## src/rtl/sbus_pkg.sv

```systemverilog
package sbus_pkg;

  // One flag per bus source; the sequencer raises at most one per step.
  typedef struct packed {
    logic pc;
    logic mdr;
    logic ofs;
    logic z;
    logic gpr;
  } drv_t;

endpackage

```

## src/rtl/sbus_reg.sv

```systemverilog
module sbus_reg #(
  parameter int unsigned W = 32
) (
  input  logic         clk,
  input  logic         rst_n,
  input  logic         en,
  input  logic [W-1:0] d,
  output logic [W-1:0] q
);

  logic [W-1:0] q_nxt;

  always_comb begin
    q_nxt = q;
    if (en) q_nxt = d;
  end

  always_ff @(posedge clk or negedge rst_n) begin
    if (!rst_n) q <= '0;
    else        q <= q_nxt;
  end

endmodule

```

## src/rtl/sbus_regfile.sv

```systemverilog
module sbus_regfile #(
  parameter int unsigned W     = 32,
  parameter int unsigned N     = 32,
  localparam int unsigned SEL_W = $clog2(N)
) (
  input  logic             clk,
  input  logic             rst_n,
  input  logic             wr_en,
  input  logic [SEL_W-1:0] wr_sel,
  input  logic [W-1:0]     wr_data,
  input  logic [SEL_W-1:0] rd_sel,
  output logic [W-1:0]     rd_data
);

  logic [W-1:0] cell_q [N];

  for (genvar g = 0; g < N; g++) begin : g_cell
    logic hit;
    assign hit = wr_en && (wr_sel == SEL_W'(g));
    sbus_reg #(.W(W)) u_cell (
      .clk  (clk),
      .rst_n(rst_n),
      .en   (hit),
      .d    (wr_data),
      .q    (cell_q[g])
    );
  end

  assign rd_data = cell_q[rd_sel];

endmodule

```

## src/rtl/sbus_busmux.sv

```systemverilog
module sbus_busmux
  import sbus_pkg::*;
#(
  parameter int unsigned W = 32
) (
  input  drv_t         drv,
  input  logic [W-1:0] pc_q,
  input  logic [W-1:0] mdr_q,
  input  logic [W-1:0] ofs_q,
  input  logic [W-1:0] z_q,
  input  logic [W-1:0] gpr_q,
  output logic [W-1:0] bus
);

  // AND-OR merge: one level of gating, idle bus reads zero.
  always_comb begin
    bus = ({W{drv.pc}}  & pc_q)
        | ({W{drv.mdr}} & mdr_q)
        | ({W{drv.ofs}} & ofs_q)
        | ({W{drv.z}}   & z_q)
        | ({W{drv.gpr}} & gpr_q);
  end

endmodule

```

## src/rtl/sbus_datapath.sv

```systemverilog
module sbus_datapath
  import sbus_pkg::*;
#(
  parameter int unsigned W       = 32,
  parameter int unsigned REG_CNT = 32,
  parameter int unsigned OFS_W   = 16,
  parameter int unsigned STEP    = 4,
  localparam int unsigned SEL_W  = $clog2(REG_CNT)
) (
  input  logic             clk,
  input  logic             rst_n,
  input  logic             pc_drive,
  input  logic             pc_load,
  input  logic             mar_load,
  input  logic             mdr_drive,
  input  logic             mdr_load_int,
  input  logic             mdr_load_ext,
  input  logic             ir_drive_ofs,
  input  logic             ir_load,
  input  logic             y_load,
  input  logic             z_drive,
  input  logic             z_load,
  input  logic             gpr_drive,
  input  logic [SEL_W-1:0] gpr_rd_sel,
  input  logic             gpr_load,
  input  logic [SEL_W-1:0] gpr_wr_sel,
  input  logic             opa_sel_four,
  output logic [W-1:0]     alu_a,
  output logic [W-1:0]     alu_b,
  input  logic [W-1:0]     alu_y,
  input  logic             rd_req,
  input  logic             wr_req,
  output logic [W-1:0]     mem_addr,
  output logic             mem_rd,
  output logic             mem_wr,
  input  logic             mem_mfc,
  input  logic [W-1:0]     mem_rdata,
  output logic [W-1:0]     mem_wdata,
  output logic [W-1:0]     bus_q
);

  // Reset: asserted at once, released on the clock.
  logic [1:0] rst_sync_q;
  logic       rst_int_n;

  always_ff @(posedge clk or negedge rst_n) begin
    if (!rst_n) rst_sync_q <= 2'b00;
    else        rst_sync_q <= {rst_sync_q[0], 1'b1};
  end
  assign rst_int_n = rst_sync_q[1];

  logic [W-1:0] pc_q, mar_q, mdr_q, ir_q, y_q, z_q, gpr_q, ofs_ext;
  logic [W-1:0] mdr_d;
  logic         mdr_take_mem, mdr_en;
  drv_t         drv;

  assign drv = '{pc: pc_drive, mdr: mdr_drive, ofs: ir_drive_ofs,
                 z: z_drive, gpr: gpr_drive};

  assign ofs_ext = {{(W-OFS_W){ir_q[OFS_W-1]}}, ir_q[OFS_W-1:0]};

  sbus_busmux #(.W(W)) u_bus (
    .drv  (drv),
    .pc_q (pc_q),
    .mdr_q(mdr_q),
    .ofs_q(ofs_ext),
    .z_q  (z_q),
    .gpr_q(gpr_q),
    .bus  (bus_q)
  );

  sbus_reg #(.W(W)) u_pc  (.clk(clk), .rst_n(rst_int_n), .en(pc_load),  .d(bus_q), .q(pc_q));
  sbus_reg #(.W(W)) u_mar (.clk(clk), .rst_n(rst_int_n), .en(mar_load), .d(bus_q), .q(mar_q));
  sbus_reg #(.W(W)) u_ir  (.clk(clk), .rst_n(rst_int_n), .en(ir_load),  .d(bus_q), .q(ir_q));
  sbus_reg #(.W(W)) u_y   (.clk(clk), .rst_n(rst_int_n), .en(y_load),   .d(bus_q), .q(y_q));
  sbus_reg #(.W(W)) u_z   (.clk(clk), .rst_n(rst_int_n), .en(z_load),   .d(alu_y), .q(z_q));

  // Data register: a completed memory read takes priority over a bus load.
  always_comb begin
    mdr_take_mem = mdr_load_ext && mem_mfc;
    mdr_en       = mdr_take_mem || mdr_load_int;
    mdr_d        = mdr_take_mem ? mem_rdata : bus_q;
  end

  sbus_reg #(.W(W)) u_mdr (.clk(clk), .rst_n(rst_int_n), .en(mdr_en), .d(mdr_d), .q(mdr_q));

  sbus_regfile #(.W(W), .N(REG_CNT)) u_gpr (
    .clk    (clk),
    .rst_n  (rst_int_n),
    .wr_en  (gpr_load),
    .wr_sel (gpr_wr_sel),
    .wr_data(bus_q),
    .rd_sel (gpr_rd_sel),
    .rd_data(gpr_q)
  );

  assign alu_a     = opa_sel_four ? W'(STEP) : y_q;
  assign alu_b     = bus_q;
  assign mem_addr  = mar_q;
  assign mem_wdata = mdr_q;
  assign mem_rd    = rd_req;
  assign mem_wr    = wr_req;

endmodule

```

## config.mk

```make
export PLATFORM = sky130hd
export DESIGN_NAME = sbus_datapath
export DESIGN_NICKNAME = d
export VERILOG_FILES = /design/src/rtl/sbus_pkg.sv /design/src/rtl/sbus_reg.sv /design/src/rtl/sbus_regfile.sv /design/src/rtl/sbus_busmux.sv /design/src/rtl/sbus_datapath.sv
export SDC_FILE = /design/constraint.sdc
export NUM_CORES = 2
export LEC_CHECK = 0
export ABC_AREA = 1
export BUFFER_PORTS_ARGS = -buffer_cell sky130_fd_sc_hd__buf_2
export CAP_MARGIN = 20
export CORE_MARGIN = 10
export CORE_UTILIZATION = 40
export CTS_CLUSTER_SIZE = 10
export DETAILED_ROUTE_END_ITERATION = 8
export GPL_ROUTABILITY_DRIVEN = 0
export PLACE_DENSITY = 0.62
export SLEW_MARGIN = 10
export SYNTH_ARGS = -nofsm -noshare
export SYNTH_HDL_FRONTEND = slang
export SYNTH_SLANG_ARGS = --single-unit
```

## constraint.sdc

```tcl
create_clock -name clk -period 47.7 [get_ports clk]
set_input_delay 2.385 -clock clk [delete_from_list [all_inputs] [get_ports clk]]
set_output_delay 2.385 -clock clk [all_outputs]
set_load 0.02 [all_outputs]
```

==> impl_metrics.ini <==
[sta]
period_minus_slack_ns = 8.91
tns_ns = 0
slew_headroom = 0.199
fin_crit_sh = 0.187
grt_setup_unrepaired = false
hold_violations = 0
clock_skew_ns = 0.0261
setup_ws_ns = 38.79
setup_viol = 0
drv_slew = 0
fmax_mhz = 112
whs_ns = 0.352
worstMarginPinSlew_ns = 1.20

[worst_setup_path]
startpoint_type = input pin
r2r_end = u_mar.q[23]
cp_slowest_cell = nand2_2
crit_path_max_incr_delay_ns = 0.80
worst_ep_required_time_ns = 45.31
crit_type = input pin to output port
reg2reg_depth = 5
cp.arrival_ns = 6.53
r2r_setup_slack_ns = 42.57
worstPathCellList = buf_8, inv_16, buf_12, buf_4, nand2_1, nand3_1, nand3_1, nand2_1, nand2_1, nand3_1, nand3_1, nand2_2, buf_2
r2r_start = rst_sync_q[1]
cp_max_fo = 181
cpMostUsedCell = nand3_1
cp-end-kind = output port

[clock_network]
cts.path.max_buffers = 3
cts.sinks = 1202
cts_tree = built
clkLatencyLatePin_ns = 0.79
cts_resized = 0
numCtsBuffers = 140
cts.htree.levels = 4
ctsHoldBuffers = 0
cts.clk_slew.worst_paths_ns = 0.05
root_buffer = clkbuf_16
postCtsSetupRepairBufs = 0

[yosys]
postSynthAreaPerCell_um2 = 7.34
synth-async-reset-ratio = 1.00
ys_seq_area_frac = 0.517
ys_ff_latch = 1202
synth_edf_count = 0
netlist_area_um2 = 58200
syn_nets = 8013
yosysWarnings = 0
ys_types = 21
synth_ff_type = dfrtp_1
synth_cells = 7920

[detailed_routing]
avgRoutedWirePerCell_um = 20.4
drc = 0
wl_met1_mm = 84.4
firstDrtPassIters = 6
dr.max_layer_used = met4
viasPerCell = 5.34
ant_nets = 0
via_count = 52067
met3WireLength_mm = 16.7
met2_length_mm = 91.2
drt_iter0_markers = 5862
routed_wl_mm = 199

[job]
maxCapViolCount = 0

[worst_hold_path]
hp-start = rst_sync_q[0]
worstHoldPathType = register to register
whs_endpoint = rst_sync_q[1]
hold_depth = 0

[power]
p_comb_frac = 0.197
swShare = 0.315
p_per_area_nw_per_um2 = 46.8
p_int_w = 0.00203
ir_worst_vdd_mv = 0.0356
p_clk_frac = 0.330
seqPwrFrac = 0.473
p_sw_w = 0.000932
p_leak_nw = 33.7

[floorplan]
die_area_um2 = 161000
start_util = 0.404
io_pins = 255
fp.dieH_um = 401
die_x_um = 401
coreArea_um2 = 144000
rows = 139

[global_route]
grt_pass1_vias = 50797
gr-usage-all-layers = 0.240
antenna_found_initial = 2
grt.overflow.total = 0
grt_pass1_wl_mm = 308
grt_start_max_net_pins = 182

[status]
outcome = completed

[placed_design]
dp_slack_ns = 38.90
io_buffers = 250
hpwl_mm = 111

[finish]
mostFrequentLayoutCell = nand2_1
synthToLayoutAreaGrowth_pct = 8.91
layout-drive-gt1-share = 0.0819
fin_nets = 7909
mostFrequentLayoutCells = 4,812 x nand2_1, 1,201 x dfrtp_1, 903 x nand3_1
-- power groups by stage --
stage / logic (W) / clock network [W] / registers, W
6_report: 0.000584 / 0.000977 / 0.00140
5_1_grt: 0.000669 / 0.00103 / 0.00143
4_1_cts: 0.000587 / 0.000990 / 0.00140
3_5_place_dp: 0.000584 / 0 / 0.00141
3_3_place_gp: 0.000569 / 0 / 0.00141
2_1_floorplan: 0.000438 / 0 / 0.00141
-- routing by layer --
metal  up-vias  track usage
met4         0       0.0922
met1     25378        0.329
met3       376       0.0382
li1      24017            -
met5         -            0
met2      2296        0.381
-- area by class of cell --
type                            count  area [µm²]
Fill cell                       14549       80700
Sequential cell                  1202       30100
Multi-Input combinational cell   5942       24000
Clock buffer                      166        3800
Tap cell                         1903        2380
Timing Repair Buffer              371        2320
Inverter                          159         623
Clock inverter                      8        95.1
Antenna cell                        2        5.00
-- logic make-up after synthesis --
group	synth area share
AND/OR/NAND/NOR	0.396
multiplexers	0.00620
flip-flops	0.517
buffers and inverters	0.0715
other	0.0000645
AO/OA/AOI/OAI	0.00899
-- sequential cells by signal, summed over array words and instances (netlist names) --
register / cells
u_ir.q: 16
u_gpr.g_cell.u_cell.q: 1024
u_mar.q: 32
u_mdr.q: 32
u_pc.q: 32
u_z.q: 32
u_y.q: 32
rst_sync_q: 2
-- synth_stat cells (2+ instances only) --
cell type / n / share of area
nand2_1: 4820 / 0.31
dfrtp_1: 1202 / 0.52
nand3_1: 903 / 0.078
clkbuf_1: 258 / 0.017
inv_1: 155 / 0.010
buf_4: 133 / 0.017
buf_2: 127 / 0.011
nor2_1: 86 / 0.0056
buf_6: 77 / 0.015
o21ai_0: 40 / 0.0034
mux2_2: 32 / 0.0062
a221oi_1: 22 / 0.0033
buf_1: 22 / 0.0014
nand2_2: 16 / 0.0017
a21oi_1: 11 / 0.00095
o211ai_1: 10 / 0.0013
inv_2: 2 / 0.00013
-- stage by stage --
step           total power, W  utilization  cell area, µm²  cells
6_report              0.00296        0.440           63300   9753
3_5_place_dp          0.00199        0.412           59400   9574
3_3_place_gp          0.00198        0.412           59300   9573
2_1_floorplan         0.00185            -           58200   7920
4_1_cts               0.00297        0.439           63300   9748
5_1_grt               0.00313        0.440           63300   9753
-- how the worst max path moves through the flow --
stage / startpoint / endpoint / cells past startpoint
6_report: gpr_rd_sel[0] / bus_q[8] / 13
2_1_floorplan: rst_sync_q[1] / u_gpr.g_cell[0].u_cell.q[0] / 0
4_1_cts: gpr_rd_sel[0] / bus_q[8] / 13
3_5_place_dp: gpr_rd_sel[0] / bus_q[8] / 13
3_3_place_gp: gpr_rd_sel[0] / bus_q[8] / 13
5_1_grt: gpr_rd_sel[0] / bus_q[8] / 13
-- critical path, delay by kind of cell --
family                 cells  cell delay [ns]
buffers and inverters      5             2.35
and+or+nand+nor            8             1.45
Power figures use the tool's default switching activity.
